**src/rtl/cc_pkg.sv**
```systemverilog
package cc_pkg;

  typedef enum logic [1:0] {
    CC_IDLE = 2'd0,
    CC_OPEN = 2'd1,
    CC_EVAL = 2'd2
  } cc_state_e;

  // Ring-distance acceptance test for two module indices on a ring of n_mod.
  function automatic logic cc_span_ok(input int lo, input int hi,
                                      input int n_mod, input int span);
    int d;
    int r;
    d = hi - lo;
    r = (d < n_mod - d) ? d : n_mod - d;
    return (r >= (n_mod / 2) - span);
  endfunction

endpackage

```
**src/rtl/cc_trig_window.sv**
```systemverilog
module cc_trig_window
  import cc_pkg::*;
#(
  parameter int N_MOD   = 16,
  parameter int WIN_CYC = 4
) (
  input  logic             clk,
  input  logic             rst_n,
  input  logic [N_MOD-1:0] trig,
  input  logic [N_MOD-1:0] busy,
  output logic [N_MOD-1:0] captured,
  output logic             eval_now
);

  localparam int CNT_W = $clog2(WIN_CYC + 1);

  cc_state_e        st_q, st_n;
  logic [CNT_W-1:0] cnt_q, cnt_n;
  logic [N_MOD-1:0] cap_q, cap_n;
  logic [N_MOD-1:0] armed;
  logic             st_en, cnt_en, cap_en;

  assign armed = trig & ~busy;

  always_comb begin
    st_n  = st_q;
    cnt_n = cnt_q;
    cap_n = cap_q;
    unique case (st_q)
      CC_IDLE: begin
        if (|armed) begin
          st_n  = CC_OPEN;
          cap_n = armed;
          cnt_n = CNT_W'(WIN_CYC - 1);
        end
      end
      CC_OPEN: begin
        cap_n = cap_q | armed;
        if (cnt_q == CNT_W'(1)) begin
          st_n = CC_EVAL;
        end else begin
          cnt_n = cnt_q - CNT_W'(1);
        end
      end
      CC_EVAL: begin
        st_n  = CC_IDLE;
        cap_n = '0;
      end
      default: begin
        st_n  = CC_IDLE;
        cap_n = '0;
      end
    endcase
  end

  assign st_en  = (st_n != st_q);
  assign cnt_en = (st_q != CC_EVAL);
  assign cap_en = (cap_n != cap_q);

  always_ff @(posedge clk or negedge rst_n) begin
    if (!rst_n) begin
      st_q  <= CC_IDLE;
      cnt_q <= '0;
      cap_q <= '0;
    end else begin
      if (st_en)  st_q  <= st_n;
      if (cnt_en) cnt_q <= cnt_n;
      if (cap_en) cap_q <= cap_n;
    end
  end

  assign captured = cap_q;
  assign eval_now = (st_q == CC_EVAL);

endmodule

```
**src/rtl/cc_pair_judge.sv**
```systemverilog
module cc_pair_judge
  import cc_pkg::*;
#(
  parameter int N_MOD    = 16,
  parameter int ACC_SPAN = 2,
  localparam int IDX_W   = $clog2(N_MOD)
) (
  input  logic [N_MOD-1:0] captured,
  output logic             pair_ok,
  output logic [IDX_W-1:0] lo_idx,
  output logic [IDX_W-1:0] hi_idx
);

  logic two_hit;
  logic geo_ok;

  always_comb begin
    lo_idx = '0;
    for (int i = N_MOD - 1; i >= 0; i--) begin
      if (captured[i]) lo_idx = IDX_W'(i);
    end
  end

  always_comb begin
    hi_idx = '0;
    for (int i = 0; i < N_MOD; i++) begin
      if (captured[i]) hi_idx = IDX_W'(i);
    end
  end

  assign two_hit = ($countones(captured) == 2);
  assign geo_ok  = cc_span_ok(int'(lo_idx), int'(hi_idx), N_MOD, ACC_SPAN);
  assign pair_ok = two_hit & geo_ok;

endmodule

```
**src/rtl/cc_chain_slots.sv**
```systemverilog
module cc_chain_slots #(
  parameter int N_MOD  = 16,
  parameter int N_SLOT = 4,
  parameter int EVT_W  = 9,
  localparam int IDX_W = $clog2(N_MOD)
) (
  input  logic              clk,
  input  logic              rst_n,
  input  logic              eval_now,
  input  logic [N_MOD-1:0]  captured,
  input  logic              pair_ok,
  input  logic [IDX_W-1:0]  lo_idx,
  input  logic [IDX_W-1:0]  hi_idx,
  input  logic [N_SLOT-1:0] slot_done,
  output logic [N_MOD-1:0]  busy,
  output logic [N_MOD-1:0]  rd_en,
  output logic [N_MOD-1:0]  fe_reset,
  output logic [N_SLOT-1:0] chain_start,
  output logic [EVT_W-1:0]  evt_num,
  output logic [IDX_W-1:0]  pair_lo,
  output logic [IDX_W-1:0]  pair_hi
);

  logic [N_SLOT-1:0] vld_q, vld_n;
  logic [N_MOD-1:0]  mask_q [N_SLOT];
  logic [N_SLOT-1:0] pick;
  logic              have_free, accept, reject;
  logic [N_MOD-1:0]  released;
  logic [N_MOD-1:0]  busy_q, busy_n;
  logic [N_MOD-1:0]  rd_q, fe_q;
  logic [N_SLOT-1:0] start_q;
  logic [EVT_W-1:0]  evt_cnt_q, evt_q;
  logic [IDX_W-1:0]  lo_q, hi_q;

  // Lowest-numbered free slot.
  always_comb begin
    pick = '0;
    for (int s = N_SLOT - 1; s >= 0; s--) begin
      if (!vld_q[s]) begin
        pick    = '0;
        pick[s] = 1'b1;
      end
    end
  end

  assign have_free = |pick;
  assign accept    = eval_now & pair_ok & have_free;
  assign reject    = eval_now & ~accept & (|captured);

  always_comb begin
    released = '0;
    for (int s = 0; s < N_SLOT; s++) begin
      if (slot_done[s] && vld_q[s]) released = released | mask_q[s];
    end
  end

  assign vld_n  = (vld_q & ~slot_done) | (accept ? pick : '0);
  assign busy_n = (busy_q & ~released) | (accept ? captured : '0);

  // Per-slot module mask registers, loaded only when that slot is picked.
  for (genvar s = 0; s < N_SLOT; s++) begin : g_slot
    logic load_en;
    assign load_en = accept & pick[s];
    always_ff @(posedge clk or negedge rst_n) begin
      if (!rst_n) begin
        mask_q[s] <= '0;
      end else if (load_en) begin
        mask_q[s] <= captured;
      end
    end
  end

  always_ff @(posedge clk or negedge rst_n) begin
    if (!rst_n) begin
      vld_q   <= '0;
      busy_q  <= '0;
      rd_q    <= '0;
      fe_q    <= '0;
      start_q <= '0;
    end else begin
      vld_q   <= vld_n;
      busy_q  <= busy_n;
      rd_q    <= accept ? captured : '0;
      fe_q    <= reject ? captured : '0;
      start_q <= accept ? pick : '0;
    end
  end

  always_ff @(posedge clk or negedge rst_n) begin
    if (!rst_n) begin
      evt_cnt_q <= '0;
      evt_q     <= '0;
      lo_q      <= '0;
      hi_q      <= '0;
    end else if (accept) begin
      evt_cnt_q <= evt_cnt_q + EVT_W'(1);
      evt_q     <= evt_cnt_q;
      lo_q      <= lo_idx;
      hi_q      <= hi_idx;
    end
  end

  assign busy        = busy_q;
  assign rd_en       = rd_q;
  assign fe_reset    = fe_q;
  assign chain_start = start_q;
  assign evt_num     = evt_q;
  assign pair_lo     = lo_q;
  assign pair_hi     = hi_q;

endmodule

```
**src/rtl/coinc_chain_ctrl.sv**
```systemverilog
module coinc_chain_ctrl #(
  parameter int N_MOD    = 16,
  parameter int WIN_CYC  = 4,
  parameter int N_SLOT   = 4,
  parameter int EVT_W    = 9,
  parameter int ACC_SPAN = 2,
  localparam int IDX_W   = $clog2(N_MOD)
) (
  input  logic              clk,
  input  logic              rst_n,
  input  logic [N_MOD-1:0]  trig,
  input  logic [N_SLOT-1:0] slot_done,
  output logic [N_MOD-1:0]  busy,
  output logic [N_MOD-1:0]  rd_en,
  output logic [N_MOD-1:0]  fe_reset,
  output logic [N_SLOT-1:0] chain_start,
  output logic [EVT_W-1:0]  evt_num,
  output logic [IDX_W-1:0]  pair_lo,
  output logic [IDX_W-1:0]  pair_hi
);

  logic [1:0]       rst_sync;
  logic             rst_int_n;
  logic [N_MOD-1:0] captured;
  logic             eval_now;
  logic             pair_ok;
  logic [IDX_W-1:0] lo_idx, hi_idx;

  // Asynchronous assertion, synchronous release.
  always_ff @(posedge clk or negedge rst_n) begin
    if (!rst_n) rst_sync <= 2'b00;
    else        rst_sync <= {rst_sync[0], 1'b1};
  end
  assign rst_int_n = rst_sync[1];

  cc_trig_window #(.N_MOD(N_MOD), .WIN_CYC(WIN_CYC)) u_win (
    .clk      (clk),
    .rst_n    (rst_int_n),
    .trig     (trig),
    .busy     (busy),
    .captured (captured),
    .eval_now (eval_now)
  );

  cc_pair_judge #(.N_MOD(N_MOD), .ACC_SPAN(ACC_SPAN)) u_judge (
    .captured (captured),
    .pair_ok  (pair_ok),
    .lo_idx   (lo_idx),
    .hi_idx   (hi_idx)
  );

  cc_chain_slots #(.N_MOD(N_MOD), .N_SLOT(N_SLOT), .EVT_W(EVT_W)) u_slots (
    .clk         (clk),
    .rst_n       (rst_int_n),
    .eval_now    (eval_now),
    .captured    (captured),
    .pair_ok     (pair_ok),
    .lo_idx      (lo_idx),
    .hi_idx      (hi_idx),
    .slot_done   (slot_done),
    .busy        (busy),
    .rd_en       (rd_en),
    .fe_reset    (fe_reset),
    .chain_start (chain_start),
    .evt_num     (evt_num),
    .pair_lo     (pair_lo),
    .pair_hi     (pair_hi)
  );

endmodule

```
**config.mk**
```make
export PLATFORM = sky130hd
export DESIGN_NAME = coinc_chain_ctrl
export DESIGN_NICKNAME = d
export VERILOG_FILES = /design/src/rtl/cc_pkg.sv /design/src/rtl/cc_trig_window.sv /design/src/rtl/cc_pair_judge.sv /design/src/rtl/cc_chain_slots.sv /design/src/rtl/coinc_chain_ctrl.sv
export SDC_FILE = /design/constraint.sdc
export NUM_CORES = 1
export LEC_CHECK = 0
export BUFFER_PORTS_ARGS = -buffer_cell sky130_fd_sc_hd__buf_4
export CORE_AREA = 2 2 161 178
export DETAILED_ROUTE_END_ITERATION = 12
export DIE_AREA = 0 0 163 180
export GPL_TIMING_DRIVEN = 0
export MAX_ROUTING_LAYER = met4
export PLACE_DENSITY = 0.46
export SYNTH_ARGS = -nofsm -noshare
export SYNTH_HDL_FRONTEND = slang
export SYNTH_SLANG_ARGS = --single-unit
```
**constraint.sdc**
```tcl
create_clock -name clk -period 5.1 [get_ports clk]
set_input_delay 1.02 -clock clk [delete_from_list [all_inputs] [get_ports clk]]
set_output_delay 1.02 -clock clk [all_outputs]
set_load 0.02 [all_outputs]
```
; ---- Word level (Yosys, flattened, before mapping)
; Index checks and enable logic that the tools add are counted.
[word_totals]
regBits = 169
latchBits = 0
ramBits = 0
rom_bits = 0
inputBits = 22
out_inout_bits = 69
n_memories = 0
[op_classes]
addsub = 19
n_mul = 0
div = 0
magnitude_cmp = 2
n_eq_ne = 9
shift = 0
muxes = 51
bitwise_logic = 22
reduce_logical = 10
[op_table]
columns = operator, count
row1 = 32-bit adder, 7
row2 = 4-bit two-way mux, 29
row3 = 16-bit two-way mux, 7
row4 = 16-bit bitwise OR, 5
row5 = 16-bit bitwise AND, 2
row6 = 32-bit by 3-bit equality test with 1-bit output (second input constant), 1
row7 = 32-bit by 4-bit greater-or-equal comparator with 1-bit output (second input constant), 1
row8 = 32-bit < comparator, 1
row9 = 32-bit two-way mux, 1
row10 = 16-bit inverter, 2
row11 = 16-bit one-hot mux with 2 select lines, 1
row12 = 16-bit OR reduction, 2
row13 = 6-bit by 32-bit subtractor with 32-bit output (first input constant), 1
row14 = 3-bit two-way mux, 6
row15 = 1-bit by 1-bit adder with 2-bit output, 8
row16 = 16-bit inequality test, 1
row17 = 9-bit by 1-bit adder with 9-bit output (second input constant), 1
row18 = 1-bit bitwise AND, 9
row19 = 2-bit two-way mux, 4
row20 = 3-bit one-hot mux with 2 select lines, 1
row21 = 4-bit by 4-bit subtractor with 5-bit output, 1
row22 = 4-bit bitwise AND, 1
row23 = 1-bit logical AND, 4
row24 = 2-bit inequality test (second input constant), 2
row25 = 15 further kinds, 15

; ---- Depth between registers and ports, before layout
[logic_depth]
word_depth = 28
depth_mapped = 23
ltp_nobuf = 20

; ---- Modules after synthesis
; A second synthesis with hierarchy kept.
[hier_totals]
cells_unflattened = 636
hier_area_um2 = 7875.1
[modules_own_cells]
columns = mod, n_inst, cells_each, area_per_inst_um2, seq_area_each_um2
row1 = cc_chain_slots, 1, 390, 5781.8, 3653.5
row2 = cc_trig_window, 1, 119, 1088.5, 525.5
row3 = cc_pair_judge, 1, 124, 950.9, 0.0
row4 = coinc_chain_ctrl, 1, 3, 53.8, 50.0

; ---- Worst setup path before layout
; OpenSTA, ideal clock, no wires.
[synth_path]
kind = register -> register
start = register u_win.cap_q[12], in the netlist u_win.captured[12]
end = register u_slots.mask_q[0] (netlist bit)
setup_ns = 0.125
t_arrival_ns = 5.403
t_required_ns = 4.975
setup_slack_ns = -0.428
path_stages_with_launch = 19
path_buffers = 3
period_less_slack_ns = 5.528
cell_sequence = dfrtp_1 clkbuf_1 inv_1 ha_1 inv_1 fa_1 fa_1 fa_1 inv_1 fa_1 ha_1 fa_1 nor4b_1 nand4_1 a221o_1 buf_2 nor3_4 buf_4 mux2_2
[synth_via]
elab_chain_len = 22
[synth_rtl]
columns = element, line_no
row1 = start: declaration, cc_trig_window.sv:19  ; logic [N_MOD-1:0] cap_q, cap_n;
row2 = start signal: assignment, cc_trig_window.sv:68  ; if (cap_en) cap_q <= cap_n;
row3 = 4-bit two-way mux (13 in a row), cc_pair_judge.sv:20  ; if (captured[i]) lo_idx = IDX_W'(i);
row4 = 4-bit by 4-bit subtractor with 5-bit output, cc_pkg.sv:14  ; d = hi - lo;
row5 = 6-bit by 32-bit subtractor with 32-bit output, cc_pkg.sv:15  ; r = (d < n_mod - d) ? d : n_mod - d;
row6 = 32-bit < comparator, cc_pkg.sv:15
row7 = 32-bit two-way mux, cc_pkg.sv:15
row8 = 32-bit by 4-bit greater-or-equal comparator with 1-bit output, cc_pkg.sv:16  ; return (r >= (n_mod / 2) - span);
row9 = 1-bit bitwise AND *, cc_pair_judge.sv:33  ; assign pair_ok = two_hit & geo_ok;
row10 = 1-bit bitwise AND * (2 in a row), cc_chain_slots.sv:47  ; assign accept = eval_now & pair_ok & have_free;
row11 = 1-bit bitwise AND *, cc_chain_slots.sv:63  ; assign load_en = accept & pick[s];
row12 = end signal: indexed assignment, cc_chain_slots.sv:68  ; mask_q[s] <= captured;
row13 = end: declaration, cc_chain_slots.sv:25  ; logic [N_MOD-1:0] mask_q [N_SLOT];
; Every way passes the cells marked *; elsewhere a longest branch is shown, timed or not.
; A chain may end at the register's enable or synchronous reset.

; ---- Worst setup path in the final report
[layout_path]
start = register u_win.cap_q[5], in the netlist u_win.captured[5]
end = register u_slots.mask_q[29] (netlist bit)
[layout_via]
elab_chain_len = 20
[layout_rtl]
columns = element, line_no
row1 = 3-bit two-way mux (3 in a row), cc_pair_judge.sv:27  ; if (captured[i]) hi_idx = IDX_W'(i);
row2 = 4-bit two-way mux (8 in a row), cc_pair_judge.sv:27
row3 = 4-bit by 4-bit subtractor with 5-bit output, cc_pkg.sv:14
row4 = 6-bit by 32-bit subtractor with 32-bit output, cc_pkg.sv:15
row5 = 32-bit < comparator, cc_pkg.sv:15
row6 = 32-bit two-way mux, cc_pkg.sv:15
row7 = 32-bit by 4-bit greater-or-equal comparator with 1-bit output, cc_pkg.sv:16
row8 = 1-bit bitwise AND *, cc_pair_judge.sv:33
row9 = 1-bit bitwise AND * (2 in a row), cc_chain_slots.sv:47
row10 = 1-bit bitwise AND *, cc_chain_slots.sv:63
; Marked as above.

==> summary.md <==
| Metric | Value |
|---|---|
| Vias in the first global route | 6279 |
| Post-synthesis sequential area ratio | 0.5191 |
| Setup Slack @ Placement | -0.9845 ns |
| CTS buffer count | 17 |
| # diodes | 0 |
| Die width | ~160 um |
| Syn Area/Cell | approximately 12 sq um |
| Clock Latency Late Sink | 0.43 ns |
| Synth top cells by count | dfrtp_1 (169), mux2_2 (70), inv_1 (51) |
| Fin crit period | 5.367 ns |
| Hpwl dp | between 15 and 20 mm |
| Routed wire length | 24.96 mm |
| Global placer's final weighted congestion | slightly below 0.8 |
| Synth cell types | 60 |
| Pwr Total | 6.724 mW |
| Hold Vio Cnt, Final | 0 |
| Maximum clock insertion buffer count | 2 |
| Post-synth EDFFs | 0 |
| Final setup vio count | 116 |
| Die area | 29340 sq um |
| Ys async rst share | 1.000 |
| Initial Util | 0.2949 |
| Syn_nets | 739 |
| Antenna Nets Post-Route | 0 |
| Wire per inst | 20.34 um |
| # placed instances | 1123 |
| Final clock skew | approximately 0.011 ns |
| Via Count | 5930 |
| CP max stage cell | fa_1 |
| Utilization after layout | 0.4264 |
| Period utilization | 1.052 |
| First-pass GRT wire length | 38.56 mm |
| Leading area contributor after synthesis | dfrtp_1 |
| Status | finished, violations left |
| Gr usage total | 0.1799 |
| TritonRoute pass-1 iters | 4 |
| CP endpoint kind | flip-flop |
| Main area contributors after synthesis | dfrtp_1 (52%), mux2_2 (9.7%), ha_1 (5.7%) |
| # nets final | 922 |
| Critical-path maximum fanout | 5 |
| DRC Markers | 0 |
| Buf+Inv Stages, Crit Path | 9 |
| FMAX | approximately 190 MHz |
| Layout cells sized above 1 | 0.4595 |
| Largest net degree at the start of global routing | 68 |
| Height of the die | roughly 180 um |
| PortBufs | 90 |
| CP startpoint kind | flip-flop |
| Pwr dens | 570.8 nW/um^2 |
| CP Class | reg2reg |
| Final hold slack | ~0.33 ns |
| Most frequent CP cell | fa_1 |
| Max VDD drop | 0.6076 mV |
| Fin cells | 1227 |
| Crit-path leading delay family | adder cells |
| Yosys top cell area share | 0.5191 |
| Final worst-path setup slack | -0.2666 ns |
| Layout area overhead | 44.60% |
| Core area | 27630 sq um |
| CTS sink count | 169 |
| Top-Level Pins | 91 |
| Failing checks | negative setup slack |
| Clock-pin slew on the worst setup and hold paths | 0.07 ns |
| Placed instance area | 9537 sq um |
| Via-to-Cell Ratio | 4.833 |
| CTS tree | built |
| Critical Path RT | about 5.4 ns |
| Post-route setup TNS | -17.39 ns |
| Cell chain of the critical path | clkbuf_8 -> clkinvlp_4 -> ha_4 -> inv_2 -> fa_1 -> inv_2 -> fa_2 -> inv_2 -> fa_1 -> inv_1 -> fa_1 -> ha_2 -> fa_1 -> nor4b_2 -> nand4_1 -> a221o_1 -> buf_6 -> nor3_4 -> buf_12 -> clkbuf_16 -> mux2_4 |
| Yosys warning total | 0 |
| CTS root buf | clkbuf_16 |
| Congestion Overflow GR | 0 |
| # rows | 64 |
| CTS H-tree lvls | 4 |
| DR iter-0 viols | around 320 |
| Worst path arrival time | between 5 and 6 ns |
| Yosys reg bits | 169 |
| Leak | 5.590 nW |
| Post-synthesis cell count | 668 |
| Hold/Removal Path Class | reg2async |
| RSZ-0062 raised after global routing | true |
| Slowest stage delay, CP | roughly 0.52 ns |
| Max_slew headroom | 0.1752 |
| Slew Limit Fails | 0 |
| Final Instance Area | 11780 sq um |
| Max-Cap Viols | 0 |
| Slew @ Worst Pin | between 1 and 1.5 ns |
| Initial antenna violation count | 0 |
| Synthesized area | 8147 sq um |
| Predominant post-synthesis flop cell | dfrtp_1 |
| Most common cell in the synthesized netlist | dfrtp_1 |
[per-layer routing]
layer | vias up | GRT usage | part of all wire
met5 | - | - | 0
met4 | 0 | 0.05274 | 0.023
met3 | 36 | 0.02400 | 0.024
met2 | 94 | 0.2936 | 0.50
met1 | 3048 | 0.2334 | 0.46
li1 | 2752 | - | -
[where the power goes]
part	switching, mW	total (mW)	leakage [nW]	internal [mW]
sequential	0.189	1.74	2.27	1.55
clock	0.588	1.37	0.293	0.781
combinational	1.94	3.62	3.03	1.68
total	2.72	6.72	5.59	4.01
[worst paths after layout]
kind	from	endpoint	slack (ns)	depth (start not counted)
worst max-delay path	u_win.captured[5]	u_slots.mask_q[29]	-0.27	21
worst min-delay path	rst_sync[1]	u_slots.busy[2]	0.33	0
worst max register to register	u_win.captured[5]	u_slots.mask_q[29]	-0.27	21
worst min register to register	rst_sync[1]	u_slots.busy[2]	0.33	0
max in group asynchronous	rst_sync[1]	u_win.captured[8]	4.01	1
min in group clk	rst_sync[0]	rst_sync[1]	0.35	0
[logic make-up (layout without fill, tap and decap cells)]
kind of cell,after synthesis,in the layout,synth area share
compound gates,112,112,0.1044
xor+xnor,11,11,0.01183
fa+ha+maj,49,49,0.08631
buf+inv,92,288,0.04915
flops,169,169,0.5191
mux,82,82,0.1170
other cells,1,1,0.0004603
simple gates,152,152,0.1117
[registers in the layout, indices dropped and copies added, names as in the netlist]
signal,count
u_slots.evt_num,9
u_slots.rd_en,16
rst_sync,2
u_slots.mask_q,64
u_slots.vld_q,4
u_win.captured,16
u_win.st_q,2
u_slots.busy,16
u_slots.pair_hi,4
u_slots.pair_lo,4
u_slots.evt_cnt_q,9
u_slots.chain_start,4
u_win.cnt_q,3
u_slots.fe_reset,16
[cells in the final DEF (no fill, tap or decap), types with 5 or more instances in the layout]
cell,synthesis,final
dfrtp_1,169,162
buf_4,5,137
mux2_4,9,73
inv_1,51,34
ha_1,37,28
a22o_1,26,26
a21o_1,21,21
buf_6,2,20
nor2_1,19,19
nor3_4,5,19
clkbuf_16,0,19
nand2_1,16,16
nor2b_1,16,16
nor4_4,0,16
a221oi_1,16,16
clkbuf_1,26,15
nor3_2,0,13
a21oi_1,13,12
buf_12,1,11
o21ai_0,12,10
xor2_1,10,10
clkinvlp_4,0,8
nand4_1,8,8
fa_1,12,8
clkbuf_8,0,7
nor4_1,23,7
nand3_1,7,7
inv_2,1,7
buf_8,0,7
mux2_2,70,6
ha_4,0,6
dfrtp_2,0,6
inv_4,0,5
inv_6,0,5
[area by class of cell]
| class | instances | area (sq um) |
|---|---|---|
| plain buffers | 37 | 375.4 |
| clock buffers | 17 | 425.4 |
| clock inverters | 15 | 191.4 |
| fillers | 2543 | 15850 |
| inverters | 52 | 231.5 |
| multi-input cells | 407 | 4385 |
| flip-flops and latches | 169 | 4240 |
| well taps | 363 | 454.2 |
| repair buffers | 167 | 1476 |
[timing repair]
| item | CTS | global route |
|---|---|---|
| hold endpoints to repair | 0 | 0 |
| gates resized for setup | 158 | 60 |
| hold buffers | 0 | 0 |
| pin swaps | 26 | 43 |
| gates cloned | 5 | 2 |
| setup buffers | 53 | 22 |
| endpoints found under the setup margin | 146 | 146 |
(Power assumes the default switching activity.)
